$ cat src/rtl/hecc_pkg.sv
package hecc_pkg;

    typedef enum logic [1:0] {
        CLS_CLEAN   = 2'd0,
        CLS_FIXED   = 2'd1,
        CLS_UNCORR  = 2'd2,
        CLS_CODEERR = 2'd3
    } hecc_class_e;

    typedef enum logic [2:0] {
        S_IDLE,
        S_SUM0,
        S_SUM1,
        S_DECIDE,
        S_READ,
        S_MODIFY,
        S_FINISH
    } hecc_state_e;

endpackage

$ cat src/rtl/hecc_popcnt.sv
module hecc_popcnt #(
    parameter int W  = 24,
    parameter int GW = 8
) (
    input  logic                     clk,
    input  logic                     rst_n,
    input  logic [W-1:0]             vec,
    output logic [$clog2(W+1)-1:0]   total
);
    localparam int NG  = W / GW;
    localparam int GCW = $clog2(GW + 1);
    localparam int TW  = $clog2(W + 1);

    function automatic logic [GCW-1:0] ones(input logic [GW-1:0] v);
        logic [GCW-1:0] c;
        c = '0;
        for (int i = 0; i < GW; i++) begin
            c = c + GCW'(v[i]);
        end
        return c;
    endfunction

    logic [GCW-1:0] grp_q [NG];
    logic [TW-1:0]  sum_c;
    logic [TW-1:0]  total_q;

    // stage 1: one partial count per group
    for (genvar g = 0; g < NG; g++) begin : g_grp
        always_ff @(posedge clk or negedge rst_n) begin
            if (!rst_n) begin
                grp_q[g] <= '0;
            end else begin
                grp_q[g] <= ones(vec[g*GW +: GW]);
            end
        end
    end

    always_comb begin
        sum_c = '0;
        for (int g = 0; g < NG; g++) begin
            sum_c = sum_c + TW'(grp_q[g]);
        end
    end

    // stage 2: total across groups
    always_ff @(posedge clk or negedge rst_n) begin
        if (!rst_n) begin
            total_q <= '0;
        end else begin
            total_q <= sum_c;
        end
    end

    assign total = total_q;

endmodule

$ cat src/rtl/hecc_locate.sv
module hecc_locate #(
    parameter int W   = 24,
    parameter int AW  = 9,
    parameter int BW  = 3
) (
    input  logic [W-1:0]  syn,
    output logic [AW-1:0] byte_addr,
    output logic [BW-1:0] bit_addr
);
    localparam int NODD = AW + BW;

    logic [NODD-1:0] odd;

    // odd-position syndrome bits carry the location, lowest first
    for (genvar k = 0; k < NODD; k++) begin : g_odd
        assign odd[k] = syn[2*k+1];
    end

    assign bit_addr  = odd[BW-1:0];
    assign byte_addr = odd[NODD-1:BW];

endmodule

$ cat src/rtl/hecc_classify.sv
module hecc_classify
    import hecc_pkg::*;
#(
    parameter int W = 24
) (
    input  logic                   is_zero,
    input  logic [$clog2(W+1)-1:0] total,
    output hecc_class_e            cls
);
    localparam int TW   = $clog2(W + 1);
    localparam int HALF = W / 2;
    localparam int NEAR = W - 1;

    always_comb begin
        if (is_zero) begin
            cls = CLS_CLEAN;
        end else if (total >= TW'(NEAR)) begin
            cls = CLS_CODEERR;
        end else if (total == TW'(HALF)) begin
            cls = CLS_FIXED;
        end else begin
            cls = CLS_UNCORR;
        end
    end

endmodule

$ cat src/rtl/hecc_syndrome_fixer.sv
module hecc_syndrome_fixer
    import hecc_pkg::*;
#(
    parameter int SECTOR_BYTES = 512,
    parameter int CODE_W       = 24,
    parameter int GROUP_W      = 8
) (
    input  logic                             clk,
    input  logic                             rst_n,
    input  logic                             start,
    input  logic                             fix_en,
    input  logic [CODE_W-1:0]                calc_code,
    input  logic [CODE_W-1:0]                stored_code,
    output logic                             busy,
    output logic                             done,
    output logic [1:0]                       status,
    output logic [$clog2(SECTOR_BYTES)-1:0]  byte_addr,
    output logic [2:0]                       bit_addr,
    output logic                             mem_rd_en,
    output logic [$clog2(SECTOR_BYTES)-1:0]  mem_addr,
    input  logic [7:0]                       mem_rd_data,
    output logic                             mem_wr_en,
    output logic [7:0]                       mem_wr_data
);
    localparam int AW    = $clog2(SECTOR_BYTES);
    localparam int BW    = 3;
    localparam int CNT_W = $clog2(CODE_W + 1);

    hecc_state_e      state_q, state_d;
    logic [CODE_W-1:0] syn_q;
    logic              fix_q;
    hecc_class_e       status_q;
    logic [AW-1:0]     byte_q;
    logic [BW-1:0]     bit_q;

    logic [CNT_W-1:0]  total;
    logic [AW-1:0]     loc_byte;
    logic [BW-1:0]     loc_bit;
    hecc_class_e       cls;
    logic              accept;

    hecc_popcnt #(.W(CODE_W), .GW(GROUP_W)) i_popcnt (
        .clk   (clk),
        .rst_n (rst_n),
        .vec   (syn_q),
        .total (total)
    );

    hecc_locate #(.W(CODE_W), .AW(AW), .BW(BW)) i_locate (
        .syn       (syn_q),
        .byte_addr (loc_byte),
        .bit_addr  (loc_bit)
    );

    hecc_classify #(.W(CODE_W)) i_classify (
        .is_zero (syn_q == '0),
        .total   (total),
        .cls     (cls)
    );

    assign accept = start && ((state_q == S_IDLE) || (state_q == S_FINISH));

    always_comb begin
        state_d = state_q;
        unique case (state_q)
            S_IDLE:   if (accept) state_d = S_SUM0;
            S_SUM0:   state_d = S_SUM1;
            S_SUM1:   state_d = S_DECIDE;
            S_DECIDE: state_d = ((cls == CLS_FIXED) && fix_q) ? S_READ : S_FINISH;
            S_READ:   state_d = S_MODIFY;
            S_MODIFY: state_d = S_FINISH;
            S_FINISH: state_d = accept ? S_SUM0 : S_IDLE;
            default:  state_d = S_IDLE;
        endcase
    end

    // state register
    always_ff @(posedge clk or negedge rst_n) begin
        if (!rst_n) begin
            state_q <= S_IDLE;
        end else begin
            state_q <= state_d;
        end
    end

    // operands and held result
    always_ff @(posedge clk or negedge rst_n) begin
        if (!rst_n) begin
            syn_q    <= '0;
            fix_q    <= 1'b0;
            status_q <= CLS_CLEAN;
            byte_q   <= '0;
            bit_q    <= '0;
        end else begin
            if (accept) begin
                syn_q <= calc_code ^ stored_code;
                fix_q <= fix_en;
            end
            if (state_q == S_DECIDE) begin
                status_q <= cls;
                byte_q   <= (cls == CLS_FIXED) ? loc_byte : '0;
                bit_q    <= (cls == CLS_FIXED) ? loc_bit  : '0;
            end
        end
    end

    // outputs
    always_comb begin
        busy        = (state_q != S_IDLE) && (state_q != S_FINISH);
        done        = (state_q == S_FINISH);
        mem_rd_en   = (state_q == S_READ);
        mem_wr_en   = (state_q == S_MODIFY);
        mem_addr    = byte_q;
        mem_wr_data = mem_rd_data ^ (8'h01 << bit_q);
    end

    assign status    = status_q;
    assign byte_addr = byte_q;
    assign bit_addr  = bit_q;

endmodule

$ cat config.mk
export PLATFORM = sky130hd
export DESIGN_NAME = hecc_syndrome_fixer
export DESIGN_NICKNAME = d
export VERILOG_FILES = /design/src/rtl/hecc_pkg.sv /design/src/rtl/hecc_popcnt.sv /design/src/rtl/hecc_locate.sv /design/src/rtl/hecc_classify.sv /design/src/rtl/hecc_syndrome_fixer.sv
export SDC_FILE = /design/constraint.sdc
export NUM_CORES = 1
export LEC_CHECK = 0
export BUFFER_PORTS_ARGS = -buffer_cell sky130_fd_sc_hd__buf_2
export CAP_MARGIN = 40
export CORE_ASPECT_RATIO = 1.2
export CORE_MARGIN = 2
export CORE_UTILIZATION = 55
export CTS_CLUSTER_SIZE = 28
export DETAILED_ROUTE_END_ITERATION = 6
export GPL_TIMING_DRIVEN = 0
export PLACE_DENSITY = 0.82
export SETUP_SLACK_MARGIN = 0.5
export SKIP_CTS_REPAIR_TIMING = 1
export SLEW_MARGIN = 20
export SYNTH_ARGS = -nofsm -noshare
export SYNTH_HDL_FRONTEND = slang
export SYNTH_SLANG_ARGS = --single-unit
export TNS_END_PERCENT = 100
$ cat constraint.sdc
create_clock -name clk -period 7.5 [get_ports clk]
set_clock_uncertainty 0.15 [all_clocks]
set_input_delay 0.375 -clock clk [delete_from_list [all_inputs] [get_ports clk]]
set_output_delay 0.375 -clock clk [all_outputs]
set_load 0.02 [all_outputs]
## Yosys cells after proc, flatten, opt, wreduce, memory -nomap -nowiden

Cells that the tools add are included.

| word-level totals | value |
|---|---|
| register bits after elaboration | 59 |
| input port bits | 60 |
| output and inout port bits | 35 |
| logic and storage cells | 63 |

| cells by class | value |
|---|---|
| $add $sub $neg | 23 |
| order comparisons | 1 |
| equal/unequal tests | 10 |
| shift operators | 1 |
| muxes and demuxes | 9 |
| bitwise logic cells | 2 |
| reduce and logical (&&, ||, !) cells | 7 |

Operators by type and width:

| operator | number |
|---|---|
| $add 4x1->4 | 18 |
| $logic_not 24->1 | 1 |
| $xor 24x24->24 | 1 |
| $pmux 3 s7 | 1 |
| $eq 3x3->1 const B | 3 |
| $mux 9 | 1 |
| $mux 2 | 4 |
| $shl 1x3->8 const A | 1 |
| $xor 8x8->8 | 1 |
| $add 1x1->2 | 3 |
| $eq 3x2->1 const B | 2 |
| $mux 3 | 2 |
| $add 4x4->5 | 1 |
| $add 5x4->5 | 1 |
| $eq 5x4->1 const B | 1 |
| $ge 5x5->1 const B | 1 |
| $eq 3x1->1 const B | 1 |
| $logic_and 1x1->1 | 3 |
| $logic_not 3->1 | 1 |
| $ne 3x3->1 const B | 1 |
| $reduce_bool 3->1 | 1 |
| $eq 2x1->1 const B | 1 |
| $ne 2x2->1 const B | 1 |
| $logic_or 1x1->1 | 1 |
| $mux 1 | 1 |

## Logic depth before layout (Yosys ltp)

| logic depth | value |
|---|---|
| depth after elaboration | 8 |
| gate-level depth with buffers | 9 |
| mapped depth without buffers | 9 |

## Hierarchy

A second synthesis with hierarchy kept.

| unflattened totals | value |
|---|---|
| cell total of the unflattened synthesis | 311 |
| area, all modules | 3434.5 um2 |

By module, submodules not included:

| module | times used | cells an instance | area an instance (um2) |
|---|---|---|---|
| hecc_syndrome_fixer | 1 | 189 | 2118.3 |
| hecc_popcnt | 1 | 104 | 1178.6 |
| hecc_locate | 1 | 12 | 90.1 |
| hecc_classify | 1 | 6 | 47.5 |

## Worst setup path after synthesis

OpenSTA, ideal clock, no wires.

| path | value |
|---|---|
| kind | register to register |
| from | register syn_q[1] |
| to | register i_popcnt.grp_q[10] (netlist bit) |
| setup time | 0.123 ns |
| data arrival time | 2.577 ns |
| data required time | 7.227 ns |
| path slack | 4.651 ns |
| cell stages (with the launch flop) | 10 |
| buffers on the path | 0 |
| period minus slack after synthesis | 2.849 ns |
| cell sequence | dfrtp_1 > inv_1 > ha_1 > inv_1 > fa_1 > fa_1 > inv_1 > fa_1 > fa_1 > xor2_1 |

| between the ends | value |
|---|---|
| cells in the longest elaborated chain, start to end | 7 |

RTL lines:

| element | RTL line | RTL |
|---|---|---|
| start, declared | hecc_syndrome_fixer.sv:30 | `logic [CODE_W-1:0] syn_q;` |
| start signal, assigned | hecc_syndrome_fixer.sv:96 | `syn_q <= calc_code ^ stored_code;` |
| $add 1x1->2 | hecc_popcnt.sv:18 | `c = c + GCW'(v[i]);` |
| $add 4x1->4 (6 in series) | hecc_popcnt.sv:18 |  |
| end signal, assigned by index | hecc_popcnt.sv:33 | `grp_q[g] <= ones(vec[g*GW +: GW]);` |
| end, declared | hecc_popcnt.sv:23 | `logic [GCW-1:0] grp_q [NG];` |

Every way passes these cells.
A chain may end at the register's enable or synchronous reset.

## Worst setup path in the final report

Ends and elaborated chain as after synthesis.

==> out/qor.yml <==
status: "completed"
netlist_area_mm2: 0.00336
synthCells: 325
drt_wl_total_mm: 7.07
drt_iter0_markers: 198
cellPowerDensity_mw_per_mm2: 478
die_w_um: 75.3
remaining_drc_errors: 0
ys.flop_type: "dfrtp_1"
pin_count: 95
clk_latency_ns: 0.34
synthArstFlopShare_pct: 100
hold_violations: 0
synth_commonest_cells: "59 x dfrtp_1, 48 x inv_1, 42 x nand2_1"
vias: 2583
endpoint_kind: "register"
fin_util_pct: 68.9
slew_violations: 0
cp.arrival_ns: 3.10
grt_start_max_net_pins: 60
drt_pass1_iterations: 4
hpwl_mm: 5.35
fin_crit_sh_pct: 40.3
port_buffers: 94
worstMarginPinSlew_ns: 0.724
avgViaCountPerCell: 4.99
clkPwrFrac_pct: 13.1
worstPathRequired_ns: 7.57
yosysMostFrequentCell: "dfrtp_1"
path_class: "reg2reg"
yosysTopAreaCell: "dfrtp_1"
drv_cap: 0
switching_share_pct: 44.1
p_switching_w: 0.000867
vdd_drop_max_mv: 0.246
max_slew_margin_pct: 51.7
fin_hold_ws_ns: 0.122
cts_root_buffer: "clkbuf_8"
core_region_area_mm2: 0.00597
p_comb_share_pct: 57.8
nets: 523
grt_pass1_vias: 2507
clk_pin_slew_worst_paths_ns: 0.06
syn_nets: 417
place.gp.congestion: 0.821
cp-start-kind: "register"
antenna_left: 0
final.min_clock_period_ns: 3.02
yosysWarnings: 0
cts_tree: "built"
overflow: 0
intPower_w: 0.00110
holdCritPathClass: "in2reg"
antenna_found_initial: 0
cts.sinks: 59
grt_setup_unrepaired: "no"
area_growth_pct: 22.6
start_util_pct: 56.2
syn_avg_cell_area_um2: 10.3
wire_per_inst_um: 13.7
p_seq_share_pct: 29.1
synth_seq_cells: 59
antenna_cells: 0
track_usage_pct: 23.0
dieArea_mm2: 0.00674
yosysTopAreaCellShare_pct: 44.0
drive_gt1_share_pct: 29.1
rows: 31
htreeDepth: 3
synth_edf_count: 0
setup_tns_ns: 0
ys_top_cells_by_area: "dfrtp_1 44%, fa_1 10%, xor2_1 7.3%"
clk_path_buf_depth: 2
yosysUniqueCellTypes: 35
grt_pass1_wl_mm: 11.2
cts_made_buffers: 9
setup_viol: 0
timing.fmax_mhz: 331
p_leak_nw: 2.16
seq_area_frac_synth_pct: 44.0
crit_fanout: 3
die_y_um: 89.6
[final cells by class]
cell class | count | area [um^2]
clock inverter | 2 | 10.0
multi-input combinational | 198 | 1560
sequential | 59 | 1480
timing repair buffer | 95 | 483
buffer | 20 | 141
inverter | 48 | 180
clock buffer | 14 | 163
tap | 82 | 103
fill | 462 | 1860
[power groups by stage]
stage	registers [W]	logic, W	clock network [W]
floorplan	0.000576	0.000810	0
global route	0.000589	0.00133	0.000279
global placement	0.000566	0.00103	0
finish	0.000572	0.00114	0.000257
detailed placement	0.000576	0.00112	0
CTS	0.000572	0.00116	0.000261
[per-layer routing]
metal  up-vias  wire length (um)  track usage (%)
li1       1238                 -                -
met1      1219              2700             26.9
met5         -                 0                0
met3        14               458             6.76
met4         0               157             9.73
met2       112              3760             39.1
[cell families after synthesis]
kind of cell	after synthesis	share of synthesized area, %
xor+xnor	38	9.92
buf+inv	68	9.58
compound gates	46	8.76
flops	59	44.0
fa+ha+maj	32	15.7
mux	1	0.447
simple gates	81	11.6
[stage by stage]
stage	worst slack (ns)	area [um^2]	std cells	power, W
after floorplan	4.65	3360	325	0.00139
after global placement	4.54	3930	501	0.00160
after detailed placement	4.48	3930	501	0.00170
after CTS	4.47	4100	517	0.00199
after global routing	4.34	4110	518	0.00220
final	4.48	4110	518	0.00197
[cells in the final DEF, fill, tap and decap left out, types with 2 or more instances in the layout]
master,Yosys,layout
buf_2,2,95
dfrtp_1,59,59
inv_1,48,48
nand2_1,42,42
xor2_1,28,28
o21ai_0,17,17
fa_1,17,17
ha_1,15,15
nor2_1,12,12
o31ai_1,11,11
clkbuf_8,0,11
xnor2_1,10,10
buf_4,9,10
clkbuf_1,5,8
a21oi_1,5,5
nand3_1,5,5
o21ai_1,5,5
buf_6,4,4
nand2b_1,3,3
nor2b_1,3,3
nor3_1,3,3
nor4_1,3,3
o21a_1,2,2
nand3b_1,2,2
nor3b_1,2,2
nand4_1,2,2
a211oi_1,2,2
clkinv_2,0,2
[worst max-delay path: stages, from the launching register on]
cell,delay (ns)
dfrtp_1,0.39
inv_1,0.13
ha_1,0.25
inv_1,0.07
fa_1,0.42
fa_1,0.49
inv_1,0.05
fa_1,0.40
fa_1,0.39
xor2_1,0.17
[path summary, 6_finish.rpt]
| path | slack (ns) | from | depth (start not counted) | to |
|---|---|---|---|---|
| worst max-delay path | 4.48 | syn_q[1] | 9 | i_popcnt.grp_q[10] |
| worst min-delay path | 0.12 | start | 3 | state_q[0] |
| worst max register to register | 4.48 | syn_q[1] | 9 | i_popcnt.grp_q[10] |
| worst min register to register | 0.37 | byte_addr[2] | 2 | byte_addr[2] |
| max in group asynchronous | 6.23 | rst_n | 2 | i_popcnt.grp_q[6] |
| min in group asynchronous | 0.47 | rst_n | 2 | syn_q[21] |
[registers in the layout, indices dropped and copies added (netlist names)]
signal	count
byte_addr	9
syn_q	24
state_q	3
status	2
fix_q	1
bit_addr	3
i_popcnt.grp_q	12
i_popcnt.total	5
Power figures use the tool's default switching activity.
